### src/rtl/ep_irq_status.sv
module ep_irq_status #(
  parameter int DW = 8,
  parameter int AW = 2
) (
  input  logic          clk,
  input  logic          rst_n,
  input  logic [1:0]    ep_type,
  input  logic          ep_dir_in,
  input  logic          ev_rx_out,
  input  logic          ev_setup,
  input  logic          ev_errflow,
  input  logic          ev_stall,
  input  logic          ev_nak_in,
  input  logic          ev_nak_out,
  input  logic          ev_crc_bad,
  input  logic          ev_ram_under,
  input  logic          tgl_load,
  input  logic [1:0]    tgl_value,
  input  logic          reg_wr,
  input  logic [AW-1:0] reg_addr,
  input  logic [DW-1:0] reg_wdata,
  output logic [DW-1:0] reg_rdata,
  output logic          ep_irq
);
  localparam int NF = 7;
  localparam logic [AW-1:0] A_FLAG = AW'(0);
  localparam logic [AW-1:0] A_EN   = AW'(1);
  localparam logic [AW-1:0] A_CLR  = AW'(2);
  localparam logic [AW-1:0] A_TGL  = AW'(3);

  logic [NF-1:0] flag_q, en_q, set_v, clr_v, keep_m, vis;
  logic [1:0]    tgl_q;
  logic          is_ctrl, is_iso;

  assign is_ctrl = (ep_type == 2'b00);
  assign is_iso  = (ep_type == 2'b01);
  assign keep_m  = {{(NF-2){1'b1}}, ~ep_type[1], 1'b1};
  assign vis     = flag_q & keep_m;

  assign set_v = {ev_ram_under & ep_dir_in,
                  ev_crc_bad & is_iso & ~ep_dir_in,
                  ev_nak_out,
                  ev_nak_in,
                  ev_stall,
                  (ev_setup & is_ctrl) | (ev_errflow & is_iso),
                  ev_rx_out};

  assign clr_v = (reg_wr && reg_addr == A_CLR) ? reg_wdata[NF-1:0] : '0;

  always_ff @(posedge clk or negedge rst_n) begin
    if (!rst_n) begin
      flag_q <= '0;
      en_q   <= '0;
      tgl_q  <= 2'b00;
      ep_irq <= 1'b0;
    end else begin
      flag_q <= ((flag_q & ~clr_v) | set_v) & keep_m;
      ep_irq <= |(vis & en_q);
      if (reg_wr && reg_addr == A_EN) en_q <= reg_wdata[NF-1:0];
      if (tgl_load) tgl_q <= tgl_value;
    end
  end

  always_comb begin
    reg_rdata = '0;
    case (reg_addr)
      A_FLAG:  reg_rdata[NF-1:0] = vis;
      A_EN:    reg_rdata[NF-1:0] = en_q;
      A_TGL:   reg_rdata[2:0]    = {tgl_q[1], tgl_q};
      default: reg_rdata = '0;
    endcase
  end
endmodule


### config.mk
export PLATFORM = sky130hd
export DESIGN_NAME = ep_irq_status
export DESIGN_NICKNAME = d
export VERILOG_FILES = /design/src/rtl/ep_irq_status.sv
export SDC_FILE = /design/constraint.sdc
export NUM_CORES = 1
export LEC_CHECK = 0
export BUFFER_PORTS_ARGS = -buffer_cell sky130_fd_sc_hd__buf_2
export CAP_MARGIN = 40
export CORE_ASPECT_RATIO = 1.75
export CORE_MARGIN = 2
export CORE_UTILIZATION = 30
export DETAILED_ROUTE_END_ITERATION = 12
export PLACE_DENSITY_LB_ADDON = 0.1
export RECOVER_POWER = 100
export SLEW_MARGIN = 20
export SYNTH_ARGS = -nofsm -noshare
export SYNTH_HDL_FRONTEND = slang
export SYNTH_SLANG_ARGS = --single-unit
### constraint.sdc
create_clock -name clk -period 1.2 [get_ports clk]
set_input_delay 0.24 -clock clk [delete_from_list [all_inputs] [get_ports clk]]
set_output_delay 0.24 -clock clk [all_outputs]
set_load 0.03 [all_outputs]
==> results of run 1 <==
[cell families after synthesis]
logic type | count (synthesis) | synth area share [%]
flops | 17 | 49.5
mux | 15 | 18.9
other cells | 1 | 0.436
buf+inv | 6 | 5.68
simple gates | 18 | 11.5
compound gates | 15 | 14.0
[path summary, 6_finish.rpt]
kind / startpoint / endpoint / cells after the start
worst max register to register: en_q[0] / ep_irq / 5
max in group asynchronous: rst_n / en_q[2] / 2
min in group asynchronous: rst_n / flag_q[0] / 2
worst min-delay path: ev_nak_out / flag_q[4] / 2
worst min register to register: tgl_q[0] / tgl_q[0] / 1
worst max-delay path: en_q[0] / reg_rdata[0] / 3
[worst reg2reg max path, stage by stage (launching register included)]
cell and delay [ns]:
dfrtp_1 0.39, buf_4 0.13, buf_4 0.12, buf_4 0.12, a22oi_1 0.17, nand3_1 0.09
[state kept, by name (all words and copies together), names as in the netlist]
name    flops
en_q        7
tgl_q       2
ep_irq      1
flag_q      7
[cell usage in the layout, fill, tap and decap left out, drive strengths merged]
cell type    instances
dlygate4sd3          1
nand2                8
a22o                 4
inv                  2
nor4bb               1
buf                 48
nor2                 5
a222oi               1
o2bb2ai              1
mux2                10
dfrtp               17
a22oi                2
clkbuf               7
nor2b                1
mux2i                5
and3b                1
clkinv               1
a21o                 5
conb                 1
nand3b               1
o21ai                2
nand3                1
[final cells by class]
type                    count  area (sq um)
inverters                   2          7.51
flip-flops and latches     17           425
repair buffers             53           353
multi-input cells          49           385
clock inverters             1          5.00
clock buffers               3          41.3
fillers                   271          1470
well taps                  27          33.8
[metal layers]
| metal | wire length (um) | up-vias |
|---|---|---|
| li1 | - | 366 |
| met2 | 1220 | 23 |
| met3 | 92 | 2 |
| met1 | 800 | 343 |
| met4 | 21 | 0 |
| met5 | 0 | - |
[power by group]
group / switching [mW] / total, mW / internal, mW
Combinational: 0.218 / 0.502 / 0.283
Sequential: 0.0370 / 0.683 / 0.646
Clock: 0.191 / 0.421 / 0.230
Total: 0.446 / 1.60 / 1.16
[timing repair]
item	CTS	global route
hold buffers	1	0
resized for setup	12	1
endpoints found under the setup margin	7	7
endpoints found under the hold margin	17	0
buffers inserted	10	2
pin swaps	2	0
==> impl_metrics.tcl, run 1 <==
set metrics [dict create \
    layout.cells.non_filler 152 \
    numCtsBuffers 3 \
    finalClockSkew_ns 0.00391 \
    violations "negative setup slack" \
    via_per_inst 4.83 \
    grt_pass1_vias 789 \
    p_total_mw 1.60 \
    met1_usage_pct 14.6 \
    final-setup-viol-count 7 \
    track_usage_pct 14.5 \
    nNetsFinal 153 \
    cp.buffers_inverters 1 \
    antenna_found_initial 0 \
    maxCapViolations 0 \
    tritoncts "built" \
    cts_buffer_depth 2 \
    syn2layout_area_growth_pct 45.6 \
    synth_top_cell_by_area "dfrtp_1" \
    cts_sinks 17 \
    ys.flop_type "dfrtp_1" \
    path_delay_family "flip-flops" \
    status "finished, violations left" \
    dp_slack_ns -0.127 \
    n_antenna_cell 0 \
    firstDrtPassIters 4 \
    critPathLaunchType "flop" \
    rsz0062_at_grt "true" \
    ys_seq_elements 17 \
    die_w_um 44.5 \
    std_cell_rows 25 \
    grt.met2_usage_pct 27.4 \
    detailed_place.area_sq_mm 0.00108 \
    post-place-cells 135 \
    dr.first_iter.drc_count 24 \
    grt_busiest_layer "met2" \
    synthDistinctLibCells 21 \
    synth.net_count 99 \
    hold_class "input port to flop" \
    synth_edf_count 0 \
    cp_cell_sequence "mux2_2 > a22o_2 > buf_6" \
    holdWs_ns 0.164 \
    grt_max_degree 18 \
    grt_util_met3_pct 2.40 \
    synth_seq_area_share_pct 49.5 \
    coreArea_sq_mm 0.00272 \
    ys_warn_count 0 \
    ctsHtreeMaxLevel 1 \
    io_pins 36 \
    cts_root_buf "clkbuf_8" \
    ir_drop_uv 739 \
    place.gp.congestion 0.754 \
    leakagePower_nw 0.627 \
    hpwl_um 1590 \
    hold_violations 0 \
    post-synth-top-count-cell "dfrtp_1" \
    grt_first_pass_wirelength_um 3460 \
    critPathSlowestCell "dfrtp_1" \
    slew_violations 0 \
    die_h_um 74.8 \
    port-buffer-count 33 \
    wl_per_cell_um 14.0 \
    drc 0 \
    drive_gt1_share_pct 55.2 \
    syn_inst 72 \
    utilization_pct 46.0 \
    synth_top_area_share_pct 49.5 \
    clock_latency_ns 0.25 \
    fmax_ghz 0.674 \
    timing.final.ws_setup_ns -0.284 \
    yosys-top-cells-area "dfrtp_1 49%, mux2_2 13%, mux2i_1 5.8%, a21o_1 4.4%, buf_6 3.9%" \
    start_util_pct 31.6 \
    worst-path-max-fanout 2 \
    crit_type "flop to output port" \
    syn_avg_cell_area_sq_um 11.9 \
    die_area_sq_mm 0.00333 \
    antenna_left 0 \
    vias 734 \
    drt_wl_total_um 2130 \
    finalCritPeriodShare_pct 124 \
    overflow 0 \
    fin_crit_ns 1.48 \
    final_cell_area_sq_mm 0.00125 \
    async_flop_share_pct 100 \
    worstPathArrival_ns 1.24 \
    p_per_area_mw_per_mm2 1280 \
    final.setup.tns_ns -0.786 \
    synth_area_sq_um 860 \
    synth_common_cells "17 x dfrtp_1, 10 x mux2_2, 8 x nand2_1" \
    critPathRequiredTime_ns 0.96 \
    crit_path_end_kind "output port" \
    reg2reg_slack_ns 0.05 \
    worst_path_largest_cell_delay_ns 0.39 \
    clk_pin_slew_ns 0.07 \
]
No activity file was read; power rests on OpenSTA's default activity.
==> run 2, diff against run 1 <==
PLACE_DENSITY = 0.58   (was not set)
PLACE_DENSITY_LB_ADDON = not set   (was 0.1)
==> run 2 against run 1 <==
  * The flow still finishes with violations (negative setup slack)
  * Clock power is essentially flat
  * Core utilization is 0.23 points higher
  * Hold slack lost 0.0019 ns
  * Final cell count rose by 2.0%
==> impl_metrics.tcl, run 2 (same netlist as run 1, synthesis figures left out) <==
set metrics [dict create \
    antenna_found_initial 0 \
    grt_first_pass_wirelength_um 3400 \
    numCtsBuffers 3 \
    overflow 0 \
    firstDrtPassIters 4 \
    finalClockSkew_ns 0.00121 \
    hold_class "input port to flop" \
    fin_crit_ns 1.48 \
    dr.first_iter.drc_count 22 \
    ctsHtreeMaxLevel 1 \
    grt_max_degree 18 \
    start_util_pct 31.6 \
    leakagePower_nw 0.621 \
    violations "negative setup slack" \
    p_per_area_mw_per_mm2 1270 \
    clk_pin_slew_ns 0.06 \
    hpwl_um 1580 \
    critPathRequiredTime_ns 0.96 \
    cts_buffer_depth 2 \
    die_h_um 74.8 \
    n_antenna_cell 0 \
    coreArea_sq_mm 0.00272 \
    timing.final.ws_setup_ns -0.278 \
    final_common_cell "buf_2" \
    std_cell_rows 25 \
    worstPathArrival_ns 1.24 \
    dp_slack_ns -0.129 \
    wl_per_cell_um 13.7 \
    drc 0 \
    hold_violations 0 \
    cts_sinks 17 \
    crit_path_end_kind "output port" \
    drt_wl_total_um 2130 \
    vias 757 \
    drive_gt1_share_pct 57.0 \
    critPathLaunchType "flop" \
    status "finished, violations left" \
    utilization_pct 46.2 \
    via_per_inst 4.88 \
    top_regs "en_q: 7 flops, flag_q: 7 flops, tgl_q: 2 flops" \
    cts_root_buf "clkbuf_8" \
    fillers 268 \
    syn2layout_area_growth_pct 46.3 \
    port-buffer-count 33 \
    tritoncts "built" \
    antenna_left 0 \
    nNetsFinal 156 \
    fmax_ghz 0.677 \
    io_pins 36 \
    worst-path-max-fanout 2 \
    slew_violations 0 \
    place.gp.congestion 0.717 \
    track_usage_pct 14.3 \
    grt_pass1_vias 784 \
    holdWs_ns 0.162 \
    layout_common_cells "24 x buf_2, 22 x buf_4, 17 x dfrtp_1" \
    maxCapViolations 0 \
    finalCritPeriodShare_pct 123 \
    clock_latency_ns 0.25 \
    rsz0062_at_grt "true" \
    ir_drop_uv 712 \
    die_area_sq_mm 0.00333 \
    final-setup-viol-count 7 \
    die_w_um 44.5 \
    crit_type "flop to output port" \
]
==> run 2: area by class of cell <==
class / instances / area, sq um / area share [%]
Tap cell: 27 / 33.8 / 2.69
Clock buffer: 4 / 45.0 / 3.58
Inverter: 2 / 7.51 / 0.597
Sequential cell: 17 / 425 / 33.8
Multi-Input combinational cell: 49 / 383 / 30.4
Timing Repair Buffer: 56 / 363 / 28.9
==> run 2: report_power, final <==
group          internal (mW)  total [mW]  switching [mW]
Clock                  0.236       0.422           0.186
Combinational          0.277       0.497           0.220
Sequential             0.646       0.685          0.0388
Total                   1.16        1.60           0.445
==> run 2: what timing repair did <==
action | 4_1_cts | 5_1_grt
endpoints found under the hold margin | 17 | 0
gates resized for setup | 12 | 3
setup buffers | 9 | 3
pin swaps | 2 | 0
hold buffers | 1 | 0
setup endpoints to repair | 7 | 7
==> run 2: path summary, 6_finish.rpt <==
path                            from      endpoint  slack (ns)  cells past startpoint
hold / removal             ev_rx_out     flag_q[0]        0.16                      2
min in group asynchronous      rst_n     flag_q[0]        0.46                      2
hold reg to reg             tgl_q[0]      tgl_q[0]        0.52                      1
setup reg to reg           flag_q[1]        ep_irq        0.10                      4
setup / recovery            tgl_q[0]  reg_rdata[0]       -0.28                      3
max in group asynchronous      rst_n     flag_q[2]        0.44                      2
==> run 2: per-stage QoR <==
step	cell area [sq um]	cells	setup TNS (ns)	total power, mW
finish	1260	155	-0.693	1.60
global route	1260	155	-1.58	1.70
CTS	1240	152	-0.753	1.60
detailed placement	1090	138	-0.216	1.08
global placement	1090	138	-0.182	1.07
floorplan	860	72	0	0.931
==> run 2: worst max-delay path, cell delays in order, from the launching register on <==
cell,delay [ns]
dfrtp_1,0.38
mux2_2,0.26
a22o_2,0.22
buf_6,0.13
==> run 2: routing by layer <==
| layer | GRT usage, % | up-vias | wire [um] |
|---|---|---|---|
| li1 | - | 366 | - |
| met1 | 16.4 | 365 | 744 |
| met2 | 25.1 | 22 | 1270 |
| met3 | 1.68 | 4 | 69 |
| met4 | 8.08 | 0 | 42 |
| met5 | 0 | - | 0 |
